===== src/rtl/gpio16_pkg.sv =====
package gpio16_pkg;
  localparam int REG_W   = 32;
  localparam int STYLE_W = 3;

  localparam logic [STYLE_W-1:0] ST_HIGH = 3'd0;
  localparam logic [STYLE_W-1:0] ST_LOW  = 3'd1;
  localparam logic [STYLE_W-1:0] ST_RISE = 3'd2;
  localparam logic [STYLE_W-1:0] ST_FALL = 3'd3;
  localparam logic [STYLE_W-1:0] ST_ANY  = 3'd4;

  typedef enum logic [2:0] {
    W_OUT    = 3'd0,
    W_DIR    = 3'd1,
    W_IN     = 3'd2,
    W_STS    = 3'd3,
    W_TYP_LO = 3'd4,
    W_TYP_HI = 3'd5,
    W_CLK    = 3'd6,
    W_DBNC   = 3'd7
  } word_e;
endpackage


===== src/rtl/gpio_in_sync.sv =====
module gpio_in_sync #(
  parameter int W = 16
) (
  input  logic         clk,
  input  logic         rst_n,
  input  logic [W-1:0] d,
  output logic [W-1:0] q,
  output logic [W-1:0] q_prev
);
  logic [W-1:0] meta;

  always_ff @(posedge clk) begin
    if (!rst_n) begin
      meta   <= '0;
      q      <= '0;
      q_prev <= '0;
    end else begin
      meta   <= d;
      q      <= meta;
      q_prev <= q;
    end
  end
endmodule


===== src/rtl/gpio_pin_event.sv =====
module gpio_pin_event
  import gpio16_pkg::*;
(
  input  logic [STYLE_W-1:0] style,
  input  logic               cur,
  input  logic               prev,
  output logic               hit
);
  always_comb begin
    case (style)
      ST_HIGH: hit = cur;
      ST_LOW:  hit = ~cur;
      ST_RISE: hit = cur & ~prev;
      ST_FALL: hit = ~cur & prev;
      ST_ANY:  hit = cur ^ prev;
      default: hit = 1'b0;
    endcase
  end
endmodule


===== src/rtl/gpio16_port.sv =====
module gpio16_port
  import gpio16_pkg::*;
#(
  parameter int NUM_PINS = 16
) (
  input  logic                clk,
  input  logic                rst_n,
  input  logic                reg_valid,
  input  logic                reg_write,
  input  logic [4:0]          reg_addr,
  input  logic [REG_W-1:0]    reg_wdata,
  output logic [REG_W-1:0]    reg_rdata,
  input  logic [NUM_PINS-1:0] pin_in,
  output logic [NUM_PINS-1:0] pin_out,
  output logic [NUM_PINS-1:0] pin_oe,
  output logic [NUM_PINS-1:0] irq
);
  localparam int HALF   = NUM_PINS / 2;
  localparam int TYPE_W = HALF * STYLE_W;

  logic [NUM_PINS-1:0] out_q, dir_q, sts_q, clr_vec, hit_vec;
  logic [NUM_PINS-1:0] sync_cur, sync_prev;
  logic [TYPE_W-1:0]   typ_lo_q, typ_hi_q;
  logic [REG_W-1:0]    clk_q;
  logic [2*TYPE_W-1:0] style_flat;
  logic                aligned, wr_en;
  word_e               word;

  assign aligned    = (reg_addr[1:0] == 2'b00);
  assign word       = word_e'(reg_addr[4:2]);
  assign wr_en      = reg_valid & reg_write & aligned;
  assign style_flat = {typ_hi_q, typ_lo_q};
  assign clr_vec    = (wr_en && word == W_STS) ? reg_wdata[NUM_PINS-1:0] : '0;

  gpio_in_sync #(.W(NUM_PINS)) u_sync (
    .clk    (clk),
    .rst_n  (rst_n),
    .d      (pin_in),
    .q      (sync_cur),
    .q_prev (sync_prev)
  );

  for (genvar i = 0; i < NUM_PINS; i++) begin : g_pin
    logic [STYLE_W-1:0] style_i;
    assign style_i = style_flat[STYLE_W*i +: STYLE_W];

    gpio_pin_event u_evt (
      .style (style_i),
      .cur   (sync_cur[i]),
      .prev  (sync_prev[i]),
      .hit   (hit_vec[i])
    );

    assert_rise_sets_R6: assert property (@(posedge clk) disable iff (!rst_n)
      (style_i == ST_RISE && $rose(sync_cur[i])) |=> sts_q[i]);
    assert_fall_sets_R6: assert property (@(posedge clk) disable iff (!rst_n)
      (style_i == ST_FALL && $fell(sync_cur[i])) |=> sts_q[i]);
    assert_level_high_R7: assert property (@(posedge clk) disable iff (!rst_n)
      (style_i == ST_HIGH && sync_cur[i]) |=> sts_q[i]);
    assert_level_low_R7: assert property (@(posedge clk) disable iff (!rst_n)
      (style_i == ST_LOW && !sync_cur[i]) |=> sts_q[i]);
    assert_no_detect_R8: assert property (@(posedge clk) disable iff (!rst_n)
      (style_i > ST_ANY && !sts_q[i]) |=> !sts_q[i]);
  end

  always_ff @(posedge clk) begin
    if (!rst_n) begin
      out_q    <= '0;
      dir_q    <= '1;
      typ_lo_q <= '0;
      typ_hi_q <= '0;
      clk_q    <= '0;
      sts_q    <= '0;
    end else begin
      sts_q <= (sts_q & ~clr_vec) | hit_vec;
      if (wr_en) begin
        case (word)
          W_OUT:    out_q    <= reg_wdata[NUM_PINS-1:0];
          W_DIR:    dir_q    <= reg_wdata[NUM_PINS-1:0];
          W_TYP_LO: typ_lo_q <= reg_wdata[TYPE_W-1:0];
          W_TYP_HI: typ_hi_q <= reg_wdata[TYPE_W-1:0];
          W_CLK:    clk_q    <= reg_wdata;
          default:  ;
        endcase
      end
    end
  end

  always_comb begin
    reg_rdata = '0;
    if (aligned) begin
      case (word)
        W_OUT:    reg_rdata[NUM_PINS-1:0] = out_q;
        W_DIR:    reg_rdata[NUM_PINS-1:0] = dir_q;
        W_IN:     reg_rdata[NUM_PINS-1:0] = sync_cur;
        W_STS:    reg_rdata[NUM_PINS-1:0] = sts_q;
        W_TYP_LO: reg_rdata[TYPE_W-1:0]   = typ_lo_q;
        W_TYP_HI: reg_rdata[TYPE_W-1:0]   = typ_hi_q;
        W_CLK:    reg_rdata               = clk_q;
        default:  reg_rdata               = '0;
      endcase
    end
  end

  assign pin_out = out_q;
  assign pin_oe  = ~dir_q;
  assign irq     = sts_q;

  assert_status_hold_R9: assert property (@(posedge clk) disable iff (!rst_n)
    1'b1 |=> ((($past(sts_q) & ~$past(clr_vec)) & ~sts_q) == '0));
  assert_dir_reset_R1: assert property (@(posedge clk)
    !rst_n |=> (pin_oe == '0 && irq == '0));
endmodule


===== config.mk =====
export PLATFORM = sky130hd
export DESIGN_NAME = gpio16_port
export DESIGN_NICKNAME = d
export VERILOG_FILES = /design/src/rtl/gpio16_pkg.sv /design/src/rtl/gpio_in_sync.sv /design/src/rtl/gpio_pin_event.sv /design/src/rtl/gpio16_port.sv
export SDC_FILE = /design/constraint.sdc
export NUM_CORES = 1
export LEC_CHECK = 0
export BUFFER_PORTS_ARGS = -buffer_cell sky130_fd_sc_hd__buf_2
export CORE_ASPECT_RATIO = 0.8
export CORE_MARGIN = 5
export CORE_UTILIZATION = 35
export DETAILED_ROUTE_END_ITERATION = 10
export GPL_ROUTABILITY_DRIVEN = 0
export SLEW_MARGIN = 10
export SYNTH_ARGS = -nofsm -noshare
export SYNTH_HDL_FRONTEND = slang
export SYNTH_SLANG_ARGS = --single-unit
export TNS_END_PERCENT = 20

===== constraint.sdc =====
create_clock -name clk -period 1.55 [get_ports clk]
set_input_delay 0.2325 -clock clk [delete_from_list [all_inputs] [get_ports clk]]
set_output_delay 0.2325 -clock clk [all_outputs]
set_load 0.03 [all_outputs]

==> impl_metrics.env, run 1 <==
export IMPL_layout_cells_most_common_list="nand2_1, dfxtp_1, buf_2"
export IMPL_grt_max_degree=41
export IMPL_fill_cells=2308
export IMPL_avgSynthCellArea_um2=8.99
export IMPL_layout_commonest_cell="nand2_1"
export IMPL_grt_use_met3_pct=4.03
export IMPL_avgRoutedWirePerCell_um=17.3
export IMPL_rsz0062_at_grt="yes"
export IMPL_yosys_warnings=0
export IMPL_grt_util_all_layers_pct=18.5
export IMPL_fin_ws_ns=-0.303
export IMPL_fp_row_count=51
export IMPL_cts_buffers=17
export IMPL_fin_nets=1251
export IMPL_worstSetupPathType="reg2out"
export IMPL_gr_total_overflow=0
export IMPL_top_usage_layer="met2"
export IMPL_drc_errors=0
export IMPL_clock_latency_ns=0.42
export IMPL_cap_violations=0
export IMPL_r2r_slack_ns=0.06
export IMPL_placed_area_um2=10600
export IMPL_total_power_mw=9.92
export IMPL_fin_tns_setup_ns=-4.44
export IMPL_crit_arrival_ns=1.62
export IMPL_cellPowerDensity_nw_per_um2=853
export IMPL_cp_slowest_cell="dfxtp_1"
export IMPL_grt_util_met1_pct=26.2
export IMPL_synth_edff_count=0
export IMPL_synthToLayoutAreaGrowth_pct=34.5
export IMPL_root_buffer="clkbuf_16"
export IMPL_first_pass_iters=4
export IMPL_clk_path_buf_depth=2
export IMPL_drv_slew=0
export IMPL_r2r_start="u_sync.q[10]$_SDFF_PN0_"
export IMPL_timing_fmax_ghz=0.540
export IMPL_dr_first_iter_drc_count=480
export IMPL_clk_pin_slew_ns=0.07
export IMPL_boundaryPins=137
export IMPL_final_cells=1490
export IMPL_grt_pass1_vias=7216
export IMPL_regArea_um2=3580
export IMPL_cts_tree="done"
export IMPL_hold_depth=2
export IMPL_ys_types=43
export IMPL_setup_violations=23
export IMPL_port_buffers=136
export IMPL_diodes=0
export IMPL_synth_flop_cell="dfxtp_1"
export IMPL_cts_sinks=176
export IMPL_async_flop_share_pct=0
export IMPL_vdd_drop_max_mv=0.694
export IMPL_hold_end="u_sync.meta[2]$_SDFF_PN0_"
export IMPL_violations="setup timing"
export IMPL_ys_ff_latch=176
export IMPL_dieArea_um2=28000
export IMPL_max_stage_delay_ns=0.31
export IMPL_crit_path_cell_trace="mux2_2 -> a221oi_2 -> a31o_2 -> a21oi_2 -> buf_6"
export IMPL_hp_class="in2reg"
export IMPL_routed_wl_mm=25.8
export IMPL_drive_gt1_share_pct=33.4
export IMPL_ant_nets=0
export IMPL_path_max_fanout=2
export IMPL_fin_crit_ns=1.85
export IMPL_vias=7419
export IMPL_required_ns=1.32
export IMPL_fin_crit_sh_pct=120
export IMPL_dp_hpwl_mm=19.0
export IMPL_leakage_nw=4.78
export IMPL_yosysSeqAreaShare_pct=40.7
export IMPL_critPathLaunchType="register"
export IMPL_skew_ns=0.00558
export IMPL_htreeDepth=4
export IMPL_syn_inst=962
export IMPL_start_util_pct=35.6
export IMPL_die_y_um=151
export IMPL_core_area_um2=24300
export IMPL_multiInputGateArea_um2=5020
export IMPL_min_delay_start="pin_in[2]"
export IMPL_dpl_cell_count=1453
export IMPL_netlist_area_um2=8650
export IMPL_r2r_cells=7
export IMPL_end_kind="primary output"
export IMPL_regToRegEndpoint="irq[10]$_SDFF_PN0_"
export IMPL_viasPerCell=4.98
export IMPL_grt_pass1_wl_mm=40.3
export IMPL_stdcell_area_um2=11600
export IMPL_synthesis_nets=1051
export IMPL_relSlewSlack_pct=69.0
export IMPL_worst_slew_pin_slew_ns=0.465
export IMPL_antenna_found_initial=0
export IMPL_grt_util_met2_pct=28.9
export IMPL_status="complete, but fails checks"
export IMPL_hold_viol_final=0
export IMPL_die_w_um=186
## final cells by class
cell class                 instances  share of cell area [%]
clock buffer                      22                    3.99
tap                              318                    3.42
timing repair buffer             243                    16.4
inverter                          48                    1.55
sequential                       176                    30.8
multi-input combinational        676                    43.1
clock inverter                     7                   0.753
## cells in the mapped netlist, types with 21 or more instances
cell	number	area (µm²)
a21boi_0	57	428
inv_1	48	180
and2_1	58	363
a21oi_1	36	180
a21boi_1	21	158
mux2i_1	65	651
nor2b_1	27	169
nand2_1	167	627
clkbuf_1	26	97.6
ha_1	32	400
nor2_1	58	218
dfxtp_1	176	3520
## stage by stage
stage          setup slack [ns]  hold WS [ns]  utilization [%]
6_report                 -0.303        0.0122             47.8
3_3_place_gp             -0.285         0.413             43.5
4_1_cts                  -0.315       0.00107             47.6
2_1_floorplan           -0.0930         0.360                -
3_5_place_dp             -0.298         0.420             43.5
5_1_grt                  -0.399       0.00280             47.8
## report_power, final
group	switching, mW	total (mW)	internal [mW]
Clock	1.78	4.20	2.42
Sequential	0.0682	4.68	4.61
Combinational	0.575	1.04	0.470
Total	2.42	9.92	7.50
## routing by layer
metal | part of all wire, % | wire [µm] | vias up
met5 | 0 | 0 | -
met3 | 5.1 | 1320 | 27
li1 | - | - | 3676
met1 | 49 | 12600 | 3551
met2 | 44 | 11400 | 165
met4 | 1.8 | 458 | 0
## how the worst max path moves through the flow
| stage | end | slack (ns) | depth (start not counted) | startpoint |
|---|---|---|---|---|
| floorplan | reg_rdata[10] | -0.09 | 6 | reg_addr[4] |
| finish | reg_rdata[15] | -0.30 | 5 | dir_q[15]$_SDFFE_PN1P_ |
| detailed placement | reg_rdata[14] | -0.30 | 7 | reg_addr[4] |
| CTS | reg_rdata[15] | -0.31 | 5 | dir_q[15]$_SDFFE_PN1P_ |
| global route | reg_rdata[15] | -0.40 | 5 | typ_hi_q[15]$_SDFFE_PN0P_ |
| global placement | reg_rdata[4] | -0.29 | 6 | reg_addr[2] |
## kinds of logic (layout without fill, tap and decap cells)
group,count (synthesis),after routing,synth area share (%)
mux,81,81,10.9
flops,176,176,40.7
simple gates,382,382,21.8
fa+ha+maj,32,32,4.63
buf+inv,110,320,6.08
compound gates,181,181,15.8
## critical path, delay by kind of cell, from the launching register on
family / cells / cell delay, ns
flops: 1 / 0.31
compound gates: 3 / 0.47
mux: 1 / 0.27
buf+inv: 1 / 0.14
## flip-flops by register name (all words and copies together) (netlist names)
signal	cells
clk_q	32
dir_q	16
irq	16
pin_out	16
typ_hi_q	24
typ_lo_q	24
u_sync.meta	16
u_sync.q	16
u_sync.q_prev	16
## timing repair
| item | in CTS | in global routing |
|---|---|---|
| resized for setup | 121 | 27 |
| endpoints found under the hold margin | 6 | 0 |
| pin swaps | 9 | 4 |
| hold buffers | 6 | 0 |
| buffers inserted | 2 | 0 |
| setup endpoints to repair | 32 | 33 |
| cloned | 0 | 0 |
No activity file was read; power rests on OpenSTA's default activity.
==> inputs of run 2 (changes only) <==
--- a/config.mk
+++ b/config.mk
@@ -5,6 +5,7 @@
 export SDC_FILE = /design/constraint.sdc
 export NUM_CORES = 1
 export LEC_CHECK = 0
+export ABC_AREA = 1
 export BUFFER_PORTS_ARGS = -buffer_cell sky130_fd_sc_hd__buf_2
 export CORE_ASPECT_RATIO = 0.8
 export CORE_MARGIN = 5
==> run 2 against run 1 <==
  * The run still ends with setup timing left
  * Die area shrank 0.78%
  * Core utilization grew 0.47 points
  * Clock power grew 8.3%
  * Area after synthesis shrank 0.82%
  * Sequential power is essentially flat
  * Hold slack gained 0.036 ns
  * Clock skew grew 0.0019 ns
  * Combinational power grew 6%
==> impl_metrics.env, run 2 <==
export IMPL_cts_sinks=176
export IMPL_clk_path_buf_depth=2
export IMPL_hold_depth=3
export IMPL_synth_top_area_share_pct=41.1
export IMPL_layout_cells_most_common_list="nand2_1, nor2_1, inv_1"
export IMPL_grt_max_degree=52
export IMPL_fp_row_count=51
export IMPL_antenna_found_initial=0
export IMPL_start_util_pct=35.4
export IMPL_cellPowerDensity_nw_per_um2=883
export IMPL_synth_top_family_by_area="simple AND/OR/NAND/NOR gates"
export IMPL_rsz0062_at_grt="yes"
export IMPL_place_ws_ns=-0.281
export IMPL_vias=8735
export IMPL_fin_crit_sh_pct=107
export IMPL_ys_ff_latch=176
export IMPL_root_buffer="clkbuf_16"
export IMPL_p_sw_mw=2.73
export IMPL_yosysSeqAreaShare_pct=41.1
export IMPL_largest_register="clk_q"
export IMPL_cap_violations=0
export IMPL_dp_hpwl_mm=21.0
export IMPL_fin_crit_ns=1.65
export IMPL_htreeDepth=4
export IMPL_end_kind="primary output"
export IMPL_syn_inst=1276
export IMPL_avgSynthCellArea_um2=6.72
export IMPL_yosys_warnings=0
export IMPL_viasPerCell=4.79
export IMPL_fill_cells=2475
export IMPL_synthesis_nets=1365
export IMPL_synthXorXnorAreaFrac_pct=0
export IMPL_critPathLaunchType="input port"
export IMPL_core_area_um2=24200
export IMPL_r2r_cells=11
export IMPL_violations="setup timing"
export IMPL_drv_slew=0
export IMPL_dieArea_um2=27800
export IMPL_boundaryPins=137
export IMPL_grt_pass1_vias=8043
export IMPL_fin_tns_setup_ns=-1.02
export IMPL_hold_viol_final=0
export IMPL_vdd_drop_max_mv=0.738
export IMPL_synth_flop_cell="dfxtp_1"
export IMPL_routed_wl_mm=29.1
export IMPL_grt_util_met2_pct=32.8
export IMPL_cts_tree="done"
export IMPL_worstSetupPathType="in2out"
export IMPL_fin_util_pct=48.3
export IMPL_gr_total_overflow=0
export IMPL_required_ns=1.32
export IMPL_pwr_share_seq_pct=45.3
export IMPL_skew_ns=0.00750
export IMPL_synth_area_leaders="dfxtp_1, nand2_1, nor2_1"
export IMPL_grt_util_all_layers_pct=21.0
export IMPL_async_flop_share_pct=0
export IMPL_synth_edff_count=0
export IMPL_crit_arrival_ns=1.42
export IMPL_relSlewSlack_pct=57.5
export IMPL_path_max_fanout=8
export IMPL_layout_commonest_cell="nand2_1"
export IMPL_p_clk_share_pct=44.0
export IMPL_fin_nets=1581
export IMPL_dr_first_iter_drc_count=665
export IMPL_top_usage_layer="met2"
export IMPL_worst_slew_pin_slew_ns=0.637
export IMPL_synthMuxAreaShare_pct=0
export IMPL_synthAdderAreaFrac_pct=4.67
export IMPL_drc_errors=0
export IMPL_clock_latency_ns=0.43
export IMPL_avgRoutedWirePerCell_um=16.0
export IMPL_die_y_um=150
export IMPL_die_w_um=185
export IMPL_grt_util_met1_pct=29.9
export IMPL_yosysMostFrequentCell="nand2_1"
export IMPL_largest_reg_flops=32
export IMPL_first_pass_iters=6
export IMPL_clk_pin_slew_ns=0.07
export IMPL_drive_gt1_share_pct=28.8
export IMPL_netlist_area_um2=8580
export IMPL_power_switching_share_pct=26.4
export IMPL_grt_use_met3_pct=4.40
export IMPL_fin_ws_ns=-0.103
export IMPL_yosys_area_share_simple_pct=29.7
export IMPL_cts_buffers=17
export IMPL_synth_top_cell_by_area="dfxtp_1"
export IMPL_comb_power_share_pct=10.7
export IMPL_timing_fmax_ghz=0.605
export IMPL_port_buffers=136
export IMPL_ys_types=25
export IMPL_p_int_mw=7.61
export IMPL_setup_violations=19
export IMPL_synth_compound_area_share_pct=11.6
export IMPL_status="complete, but fails checks"
export IMPL_ant_nets=0
export IMPL_hp_class="in2reg"
export IMPL_diodes=0
export IMPL_reg_top3="clk_q (32), typ_hi_q (24), typ_lo_q (24)"
export IMPL_leakage_nw=5.81
export IMPL_grt_pass1_wl_mm=45.3
export IMPL_total_power_mw=10.3
export IMPL_synthToLayoutAreaGrowth_pct=36.6
export IMPL_synth_common_cells="nand2_1, nor2_1, inv_1, dfxtp_1, nand3_1"
==> run 2: cell count changes after synthesis, sizes merged, moves of 65 or more <==
cell,previous run,this run
inv,48,209
nor2,58,215
o21ai,2,128
nand2,167,272
nand3,5,104
a21boi,88,0
mux2i,65,0
==> run 2: logic make-up (layout without fill, tap and decap cells) <==
kind of cell,Yosys count,after routing
and+or+nand+nor,610,610
buffers and inverters,268,496
AOI/OAI and AO/OA,190,190
DFF,176,176
adders and majority gates,32,32
==> run 2: cell type report <==
class / instances / area [µm²] / area share, %
Clock buffer: 17 / 425 / 3.63
Clock inverter: 14 / 180 / 1.54
Inverter: 209 / 798 / 6.81
Multi-Input combinational cell: 832 / 4160 / 35.5
Sequential cell: 176 / 3650 / 31.2
Tap cell: 318 / 398 / 3.40
Timing Repair Buffer: 256 / 2100 / 17.9
==> run 2: path summary, 6_finish.rpt <==
check,from,end,slack [ns]
hold / removal,reg_wdata[24],clk_q[24]$_SDFFE_PN0P_,0.05
hold reg to reg,u_sync.meta[12]$_SDFF_PN0_,u_sync.q[12]$_SDFF_PN0_,0.41
setup reg to reg,u_sync.q[7]$_SDFF_PN0_,irq[7]$_SDFF_PN0_,0.32
setup / recovery,reg_addr[3],reg_rdata[6],-0.10
==> run 2: what timing repair did <==
item	in CTS	in global routing
endpoints found under the setup margin	32	31
hold buffers	16	0
cloned	1	0
setup buffers	25	5
endpoints found under the hold margin	16	0
gates resized for setup	203	38
pin swaps	46	21
==> run 2: layer usage <==
metal	vias up	share of wire, %	wire length [µm]
met5	-	0	0
met4	0	1.3	376
met2	302	45	13000
met3	31	7.7	2240
met1	3997	46	13500
li1	4405	-	-
==> run 2: metrics by stage <==
step	cells	instance area, µm²	hold slack (ns)
6_report	1822	11700	0.0479
5_1_grt	1822	11700	0.0743
4_1_cts	1817	11600	0.0312
3_5_place_dp	1746	10200	0.401
3_3_place_gp	1746	10200	0.396
2_1_floorplan	1276	8670	0.330
==> run 2: worst max-delay path, stage by stage <==
cell     delay (ns)
buf_8          0.11
nor2_4         0.20
buf_12         0.14
buf_12         0.12
nand3_1        0.07
nand2_1        0.08
nor2_2         0.05
a21oi_2        0.16
buf_4          0.14
buf_6          0.12
==> run 2: power by group through the flow <==
stage / clock, mW / combinational, mW / sequential (mW)
2_1_floorplan: 0 / 0.468 / 4.83
3_3_place_gp: 0 / 0.948 / 4.80
3_5_place_dp: 0 / 0.957 / 4.80
4_1_cts: 4.62 / 1.08 / 4.69
5_1_grt: 4.81 / 1.20 / 4.70
6_report: 4.55 / 1.10 / 4.69
